## src/rtl/wdog_pkg.sv

```systemverilog
package wdog_pkg;
  localparam int unsigned CODE_W   = 4;
  localparam int unsigned MAX_CODE = 9;

  localparam int unsigned B_IRQ  = 0;
  localparam int unsigned B_RST  = 1;
  localparam int unsigned B_CHG  = 2;
  localparam int unsigned B_FLAG = 3;
  localparam int unsigned B_PS   = 4;

  typedef logic [CODE_W-1:0] ps_code_t;

  typedef enum logic [1:0] {
    MODE_OFF  = 2'b00,
    MODE_IRQ  = 2'b01,
    MODE_RST  = 2'b10,
    MODE_BOTH = 2'b11
  } mode_e;

  function automatic ps_code_t sat_code(ps_code_t c);
    return (c > ps_code_t'(MAX_CODE)) ? ps_code_t'(MAX_CODE) : c;
  endfunction
endpackage

```

## src/rtl/wdog_counter.sv

```systemverilog
module wdog_counter
  import wdog_pkg::*;
#(
  parameter int unsigned BASE_LOG = 11,
  parameter int unsigned CNT_W    = BASE_LOG + MAX_CODE
) (
  input  logic     clk_i,
  input  logic     rst_ni,
  input  logic     tick_i,
  input  logic     en_i,
  input  logic     kick_i,
  input  ps_code_t ps_i,
  output logic     expire_o
);
  localparam logic [CNT_W:0]   LIM_ONE = 1;
  localparam logic [CNT_W-1:0] CNT_ONE = 1;

  logic [CNT_W-1:0] cnt_q;
  logic [CNT_W:0]   lim_m1;
  int unsigned      shamt;

  always_comb begin
    shamt  = BASE_LOG + int'(sat_code(ps_i));
    lim_m1 = (LIM_ONE << shamt) - LIM_ONE;
  end

  assign expire_o = en_i & tick_i & ~kick_i & ({1'b0, cnt_q} >= lim_m1);

  always_ff @(posedge clk_i or negedge rst_ni) begin
    if (!rst_ni)                          cnt_q <= '0;
    else if (!en_i || kick_i || expire_o) cnt_q <= '0;
    else if (tick_i)                      cnt_q <= cnt_q + CNT_ONE;
  end


  kick_clear_chk: assert property (@(posedge clk_i) disable iff (!rst_ni)
    kick_i |=> (cnt_q == '0));

  expire_clear_chk: assert property (@(posedge clk_i) disable iff (!rst_ni)
    expire_o |=> (cnt_q == '0));

  idle_hold_chk: assert property (@(posedge clk_i) disable iff (!rst_ni)
    (!tick_i && !kick_i && en_i) |=> $stable(cnt_q));
endmodule

```

## src/rtl/wdog_cfg.sv

```systemverilog
module wdog_cfg
  import wdog_pkg::*;
#(
  parameter int unsigned WIN_CYCLES = 4,
  parameter int unsigned WIN_W      = $clog2(WIN_CYCLES + 1)
) (
  input  logic       clk_i,
  input  logic       rst_ni,
  input  logic       fuse_i,
  input  logic       wr_en_i,
  input  logic [7:0] wr_data_i,
  input  logic       ack_i,
  input  logic       set_flag_i,
  output logic       irq_en_o,
  output logic       rst_en_o,
  output logic       flag_o,
  output logic       win_open_o,
  output ps_code_t   ps_o
);
  localparam logic [WIN_W-1:0] WIN_LOAD = WIN_W'(WIN_CYCLES);
  localparam logic [WIN_W-1:0] WIN_ONE  = 1;

  logic [WIN_W-1:0] win_q;
  ps_code_t         ps_q;
  logic             irq_en_q, rst_en_q, flag_q;
  logic             unlock, commit;

  assign unlock = wr_en_i & wr_data_i[B_CHG] & wr_data_i[B_RST];
  assign commit = wr_en_i & ~wr_data_i[B_CHG] & (win_q != '0);

  always_ff @(posedge clk_i or negedge rst_ni) begin
    if (!rst_ni) begin
      win_q    <= '0;
      ps_q     <= '0;
      irq_en_q <= 1'b0;
      rst_en_q <= 1'b0;
      flag_q   <= 1'b0;
    end else begin
      if (unlock)            win_q <= WIN_LOAD;
      else if (commit)       win_q <= '0;
      else if (win_q != '0)  win_q <= win_q - WIN_ONE;

      if (commit) ps_q <= wr_data_i[B_PS +: CODE_W];

      if (fuse_i)                          rst_en_q <= 1'b1;
      else if (commit)                     rst_en_q <= wr_data_i[B_RST];
      else if (wr_en_i && wr_data_i[B_RST]) rst_en_q <= 1'b1;

      if (fuse_i)                irq_en_q <= 1'b0;
      else if (wr_en_i)          irq_en_q <= wr_data_i[B_IRQ];
      else if (ack_i && rst_en_q) irq_en_q <= 1'b0;

      if (set_flag_i)                              flag_q <= 1'b1;
      else if (ack_i || (wr_en_i && wr_data_i[B_FLAG])) flag_q <= 1'b0;
    end
  end

  assign irq_en_o   = irq_en_q & ~fuse_i;
  assign rst_en_o   = rst_en_q | fuse_i;
  assign flag_o     = flag_q;
  assign win_open_o = (win_q != '0);
  assign ps_o       = ps_q;


  ps_locked_chk: assert property (@(posedge clk_i) disable iff (!rst_ni)
    (win_q == '0) |=> $stable(ps_q));

  rst_en_hold_chk: assert property (@(posedge clk_i) disable iff (!rst_ni)
    (rst_en_q && win_q == '0) |=> rst_en_q);

  win_bound_chk: assert property (@(posedge clk_i) disable iff (!rst_ni)
    win_q <= WIN_LOAD);
endmodule

```

## src/rtl/wdog_action.sv

```systemverilog
module wdog_action
  import wdog_pkg::*;
(
  input  logic expire_i,
  input  logic irq_en_i,
  input  logic rst_en_i,
  input  logic flag_i,
  output logic set_flag_o,
  output logic fire_rst_o
);
  mode_e mode;

  assign mode = mode_e'({rst_en_i, irq_en_i});

  always_comb begin
    set_flag_o = 1'b0;
    fire_rst_o = 1'b0;
    unique case (mode)
      MODE_IRQ:  set_flag_o = expire_i;
      MODE_RST:  fire_rst_o = expire_i;
      MODE_BOTH: begin
        // first expiry interrupts, a second one with the flag pending resets
        set_flag_o = expire_i & ~flag_i;
        fire_rst_o = expire_i &  flag_i;
      end
      default: ;
    endcase
  end
endmodule

```

## src/rtl/wdog_core.sv

```systemverilog
module wdog_core
  import wdog_pkg::*;
#(
  parameter int unsigned BASE_LOG   = 11,
  parameter int unsigned WIN_CYCLES = 4
) (
  input  logic       clk_i,
  input  logic       rst_ni,
  input  logic       tick_i,
  input  logic       fuse_i,
  input  logic       wr_en_i,
  input  logic [7:0] wr_data_i,
  input  logic       kick_i,
  input  logic       irq_ack_i,
  output logic [7:0] cfg_o,
  output logic       irq_o,
  output logic       rst_o
);
  localparam int unsigned CNT_W = BASE_LOG + MAX_CODE;

  logic     irq_en, rst_en, flag, win_open;
  ps_code_t ps;
  logic     expire, set_flag, fire_rst;
  logic     rst_q;

  wdog_cfg #(.WIN_CYCLES(WIN_CYCLES)) u_cfg (
    .clk_i      (clk_i),
    .rst_ni     (rst_ni),
    .fuse_i     (fuse_i),
    .wr_en_i    (wr_en_i),
    .wr_data_i  (wr_data_i),
    .ack_i      (irq_ack_i),
    .set_flag_i (set_flag),
    .irq_en_o   (irq_en),
    .rst_en_o   (rst_en),
    .flag_o     (flag),
    .win_open_o (win_open),
    .ps_o       (ps)
  );

  wdog_counter #(.BASE_LOG(BASE_LOG), .CNT_W(CNT_W)) u_cnt (
    .clk_i    (clk_i),
    .rst_ni   (rst_ni),
    .tick_i   (tick_i),
    .en_i     (irq_en | rst_en),
    .kick_i   (kick_i),
    .ps_i     (ps),
    .expire_o (expire)
  );

  wdog_action u_act (
    .expire_i   (expire),
    .irq_en_i   (irq_en),
    .rst_en_i   (rst_en),
    .flag_i     (flag),
    .set_flag_o (set_flag),
    .fire_rst_o (fire_rst)
  );

  always_ff @(posedge clk_i or negedge rst_ni) begin
    if (!rst_ni) rst_q <= 1'b0;
    else         rst_q <= fire_rst;
  end

  assign rst_o = rst_q;
  assign irq_o = flag & irq_en;
  assign cfg_o = {ps, flag, win_open, rst_en, irq_en};


  rst_once_chk: assert property (@(posedge clk_i) disable iff (!rst_ni)
    rst_o |=> !rst_o);

  fuse_quiet_chk: assert property (@(posedge clk_i) disable iff (!rst_ni)
    fuse_i |-> !irq_o);

  both_order_chk: assert property (@(posedge clk_i) disable iff (!rst_ni)
    (fire_rst && irq_en) |-> flag);

  flag_src_chk: assert property (@(posedge clk_i) disable iff (!rst_ni)
    $rose(flag) |-> $past(expire));
endmodule

```

## config.mk

```make
export PLATFORM = sky130hd
export DESIGN_NAME = wdog_core
export DESIGN_NICKNAME = d
export VERILOG_FILES = /design/src/rtl/wdog_pkg.sv /design/src/rtl/wdog_counter.sv /design/src/rtl/wdog_cfg.sv /design/src/rtl/wdog_action.sv /design/src/rtl/wdog_core.sv
export SDC_FILE = /design/constraint.sdc
export NUM_CORES = 1
export LEC_CHECK = 0
export ABC_AREA = 0
export ABC_CLOCK_PERIOD_IN_PS = 5600
export BUFFER_PORTS_ARGS = -buffer_cell sky130_fd_sc_hd__buf_2
export CORE_MARGIN = 2
export CORE_UTILIZATION = 60
export DETAILED_ROUTE_END_ITERATION = 10
export PLACE_DENSITY = 0.81
export SYNTH_ARGS = -nofsm -noshare
export SYNTH_HDL_FRONTEND = slang
export SYNTH_SLANG_ARGS = --single-unit
```

## constraint.sdc

```tcl
create_clock -name clk_i -period 5.6 [get_ports clk_i]
set_input_delay 0.28 -clock clk_i [delete_from_list [all_inputs] [get_ports clk_i]]
set_output_delay 0.28 -clock clk_i [all_outputs]
set_load 0.03 [all_outputs]
```

==> impl_metrics.env <==
export IMPL_ios=25
export IMPL_globalRouteTotalUtil=0.240
export IMPL_finalWirelength_um=5310
export IMPL_cts_hold_fix_buffers=0
export IMPL_gr_total_overflow=0
export IMPL_chipHeight_um=70.3
export IMPL_io_buffer_count=24
export IMPL_postRouteAntennaNets=0
export IMPL_clk_pin_slew_ps=70
export IMPL_setup_total_negative_slack_ps=0
export IMPL_total_half_perimeter_wirelength_after_legalization_and_detailed_placement_um=3920
export IMPL_status="finished, final reports clean"
export IMPL_vias=2118
export IMPL_finalNetCount=358
export IMPL_netlist_cell_type_count=51
export IMPL_final_cells=370
export IMPL_gp_routability_congestion=0.954
export IMPL_min_path_type="in2async"
export IMPL_seq_total_area_yosys=0.294
export IMPL_grt_setup_unrepaired="false"
export IMPL_finalHoldViolCount=0
export IMPL_worst_path_largest_cell_delay_ps=610
export IMPL_dr_pass1_iters=4
export IMPL_fillers=352
export IMPL_worst_slew_pin_slew_ps=678
export IMPL_vias_per_cell=5.72
export IMPL_synth_cells=298
export IMPL_clock_tree_from_tritoncts="built"
export IMPL_cp_required_ps=5770
export IMPL_cts_resized=0
export IMPL_p_leak_nw=1.33
export IMPL_worst_clock_skew_ps=7.28
export IMPL_finalCritPeriodShare=0.789
export IMPL_setup_worst_path_class="reg2reg"
export IMPL_achievable_frequency_mhz=226
export IMPL_antenna_found_initial=0
export IMPL_first_iter_violations=245
export IMPL_total_standard_cell_area_after_synthesis_um2=2640
export IMPL_first_pass_grt_wire_length_um=9630
export IMPL_cp_slowest_cell="dfrtp_1"
export IMPL_die_x_um=70.3
export IMPL_endpoint_kind="flip-flop"
export IMPL_layout_core_utilization=0.670
export IMPL_grt_max_degree=32
export IMPL_synth_seq_cells=31
export IMPL_finalPower_w=0.00111
export IMPL_timing_critical_path_mode_cell="o21ai_0"
export IMPL_cp_data_arrival_time_ps=4590
export IMPL_slew_violations=0
export IMPL_numCtsBuffers=5
export IMPL_drc=0
export IMPL_yosys_warnings=0
export IMPL_wl_per_cell_um=14.4
export IMPL_core_um2=4290
export IMPL_postSynthAreaPerCell_um2=8.85
export IMPL_antenna_cells=0
export IMPL_placed_cells_incl_taps=362
export IMPL_setup_viol_count_final=0
export IMPL_mostFrequentLayoutCell="dfrtp_1"
export IMPL_via_count_of_the_first_global_routing_pass=2122
export IMPL_fraction_of_final_layout_cells_with_drive_strength_greater_than_1=0.201
export IMPL_ir_worst_vdd_mv=0.161
export IMPL_number_of_placement_rows=24
export IMPL_p_per_area_nw_per_um2=387
export IMPL_layout_area_overhead_vs_synth_pct=9.06
export IMPL_h_tree_depth=2
export IMPL_crit_path_cell_trace="or2_1, a21oi_1, ha_1, inv_1, o21ai_0, o21ai_0, o21ai_0, a211oi_1, ha_1, nand4_1, nor4_1, a221oi_1, and3_1, a211oi_4, buf_4, nor3_1"
export IMPL_crit_path_start_kind="flip-flop"
export IMPL_clk_insertion_delay_late_ps=290
export IMPL_postCtsSetupBuffers=0
export IMPL_clock_tree_buffer_depth=2
export IMPL_relSlewSlack=0.548
export IMPL_whs_ps=23.0
export IMPL_timing_max_cap_violations=0
export IMPL_mostFrequentLayoutCells="dfrtp_1, ha_1, nand2_1, buf_2"
export IMPL_clock_sinks=31
export IMPL_timing_final_crit_period_ps=4420
export IMPL_floorplan_initialDensity=0.615
export IMPL_clock_root_buffer="clkbuf_8"
export IMPL_die_area_um2=4940
export IMPL_crit_path_max_fanout=20
flip-flops by register name, summed over array words and instances, names as in the netlist:
register        count
rst_o               1
u_cfg.flag_o        1
u_cfg.irq_en_q      1
u_cfg.ps_o          4
u_cfg.rst_en_q      1
u_cfg.win_q         3
u_cnt.cnt_q        20
through the flow:
stage | cell area [um^2] | setup WS, ps
floorplan | 2650 | 1760
global route | 2880 | 785
CTS | 2880 | 1240
global placement | 2740 | 1420
detailed placement | 2740 | 1230
finish | 2880 | 1180
power by group:
group	switching, W	internal, W
combinational	0.000336	0.000196
clock	0.0000918	0.000177
sequential	0.0000627	0.000250
total	0.000490	0.000624
routing by layer:
metal / GRT usage / vias up / routed length (um)
li1: - / 1078 / -
met1: 0.337 / 973 / 2580
met2: 0.378 / 57 / 2420
met3: 0.0447 / 10 / 232
met4: 0.0684 / 0 / 82
met5: 0 / - / 0
cells by family after synthesis:
group	count (synthesis)	synth area share
AND/OR/NAND/NOR	113	0.259
AO/OA/AOI/OAI	61	0.149
buffers and inverters	37	0.0740
flip-flops	31	0.294
adder cells (fa/ha/maj)	26	0.123
XOR/XNOR	23	0.0763
multiplexers	5	0.0213
other	2	0.00285
path summary, 6_finish.rpt:
kind	startpoint	endpoint	slack [ps]	cells past startpoint
worst max-delay path	u_cfg.ps_o[1]	u_cnt.cnt_q[10]	1180	16
max in group asynchronous	rst_ni	u_cnt.cnt_q[18]	5130	1
worst min-delay path	rst_ni	u_cfg.rst_en_q	20	1
min in group clk_i	fuse_i	u_cfg.irq_en_q	180	2
worst min register to register	u_cfg.win_q[1]	u_cfg.win_q[1]	580	2
worst max register to register	u_cfg.ps_o[1]	u_cnt.cnt_q[10]	1180	16
critical path: cells and delay by family, from the launching register on:
family | cells | cell delay [ps]
AO/OA/AOI/OAI | 7 | 1040
adder cells (fa/ha/maj) | 2 | 820
buffers and inverters | 2 | 520
flip-flops | 1 | 610
AND/OR/NAND/NOR | 5 | 1320
Yosys cell counts, drive strengths merged:
master   instances  area (um^2)
nor3            26          231
o31a             1         8.76
nand4            5         31.3
nand2           24         90.1
a211o            1         8.76
dfrtp           31          776
and3             6         37.5
a31oi            3         18.8
mux2             2         22.5
o21ai           22          110
xnor2           13          114
xor2            10         87.6
nand3            9         45.0
inv             19         71.3
nand2b           3         18.8
o211ai           1         7.51
or2              2         12.5
o211a            1         10.0
nor2b            6         37.5
nand4b           1         8.76
a21oi           18         90.1
nor4             5         46.3
and2             4         25.0
a221oi           3         32.5
a21o             1         7.51
ha              26          325
buf             13          105
mux2i            3         33.8
o22ai            1         6.26
a22oi            1         7.51
a2111oi          1         27.5
nand3b           1         7.51
nor2            19         73.8
and4             2         17.5
o41ai            1         8.76
o21a             1         7.51
conb             2         7.51
a211oi           3         27.5
clkbuf           5         18.8
o31ai            2         15.0
layout make-up:
type,instances,area (um^2),share of cell area
Multi-Input combinational cell,234,1690,0.589
Clock inverter,3,67.6,0.0235
Inverter,19,71.3,0.0248
Tap cell,52,65.1,0.0226
Timing Repair Buffer,26,135,0.0470
Sequential cell,31,776,0.270
Clock buffer,5,68.8,0.0239
(Power assumes the default switching activity.)
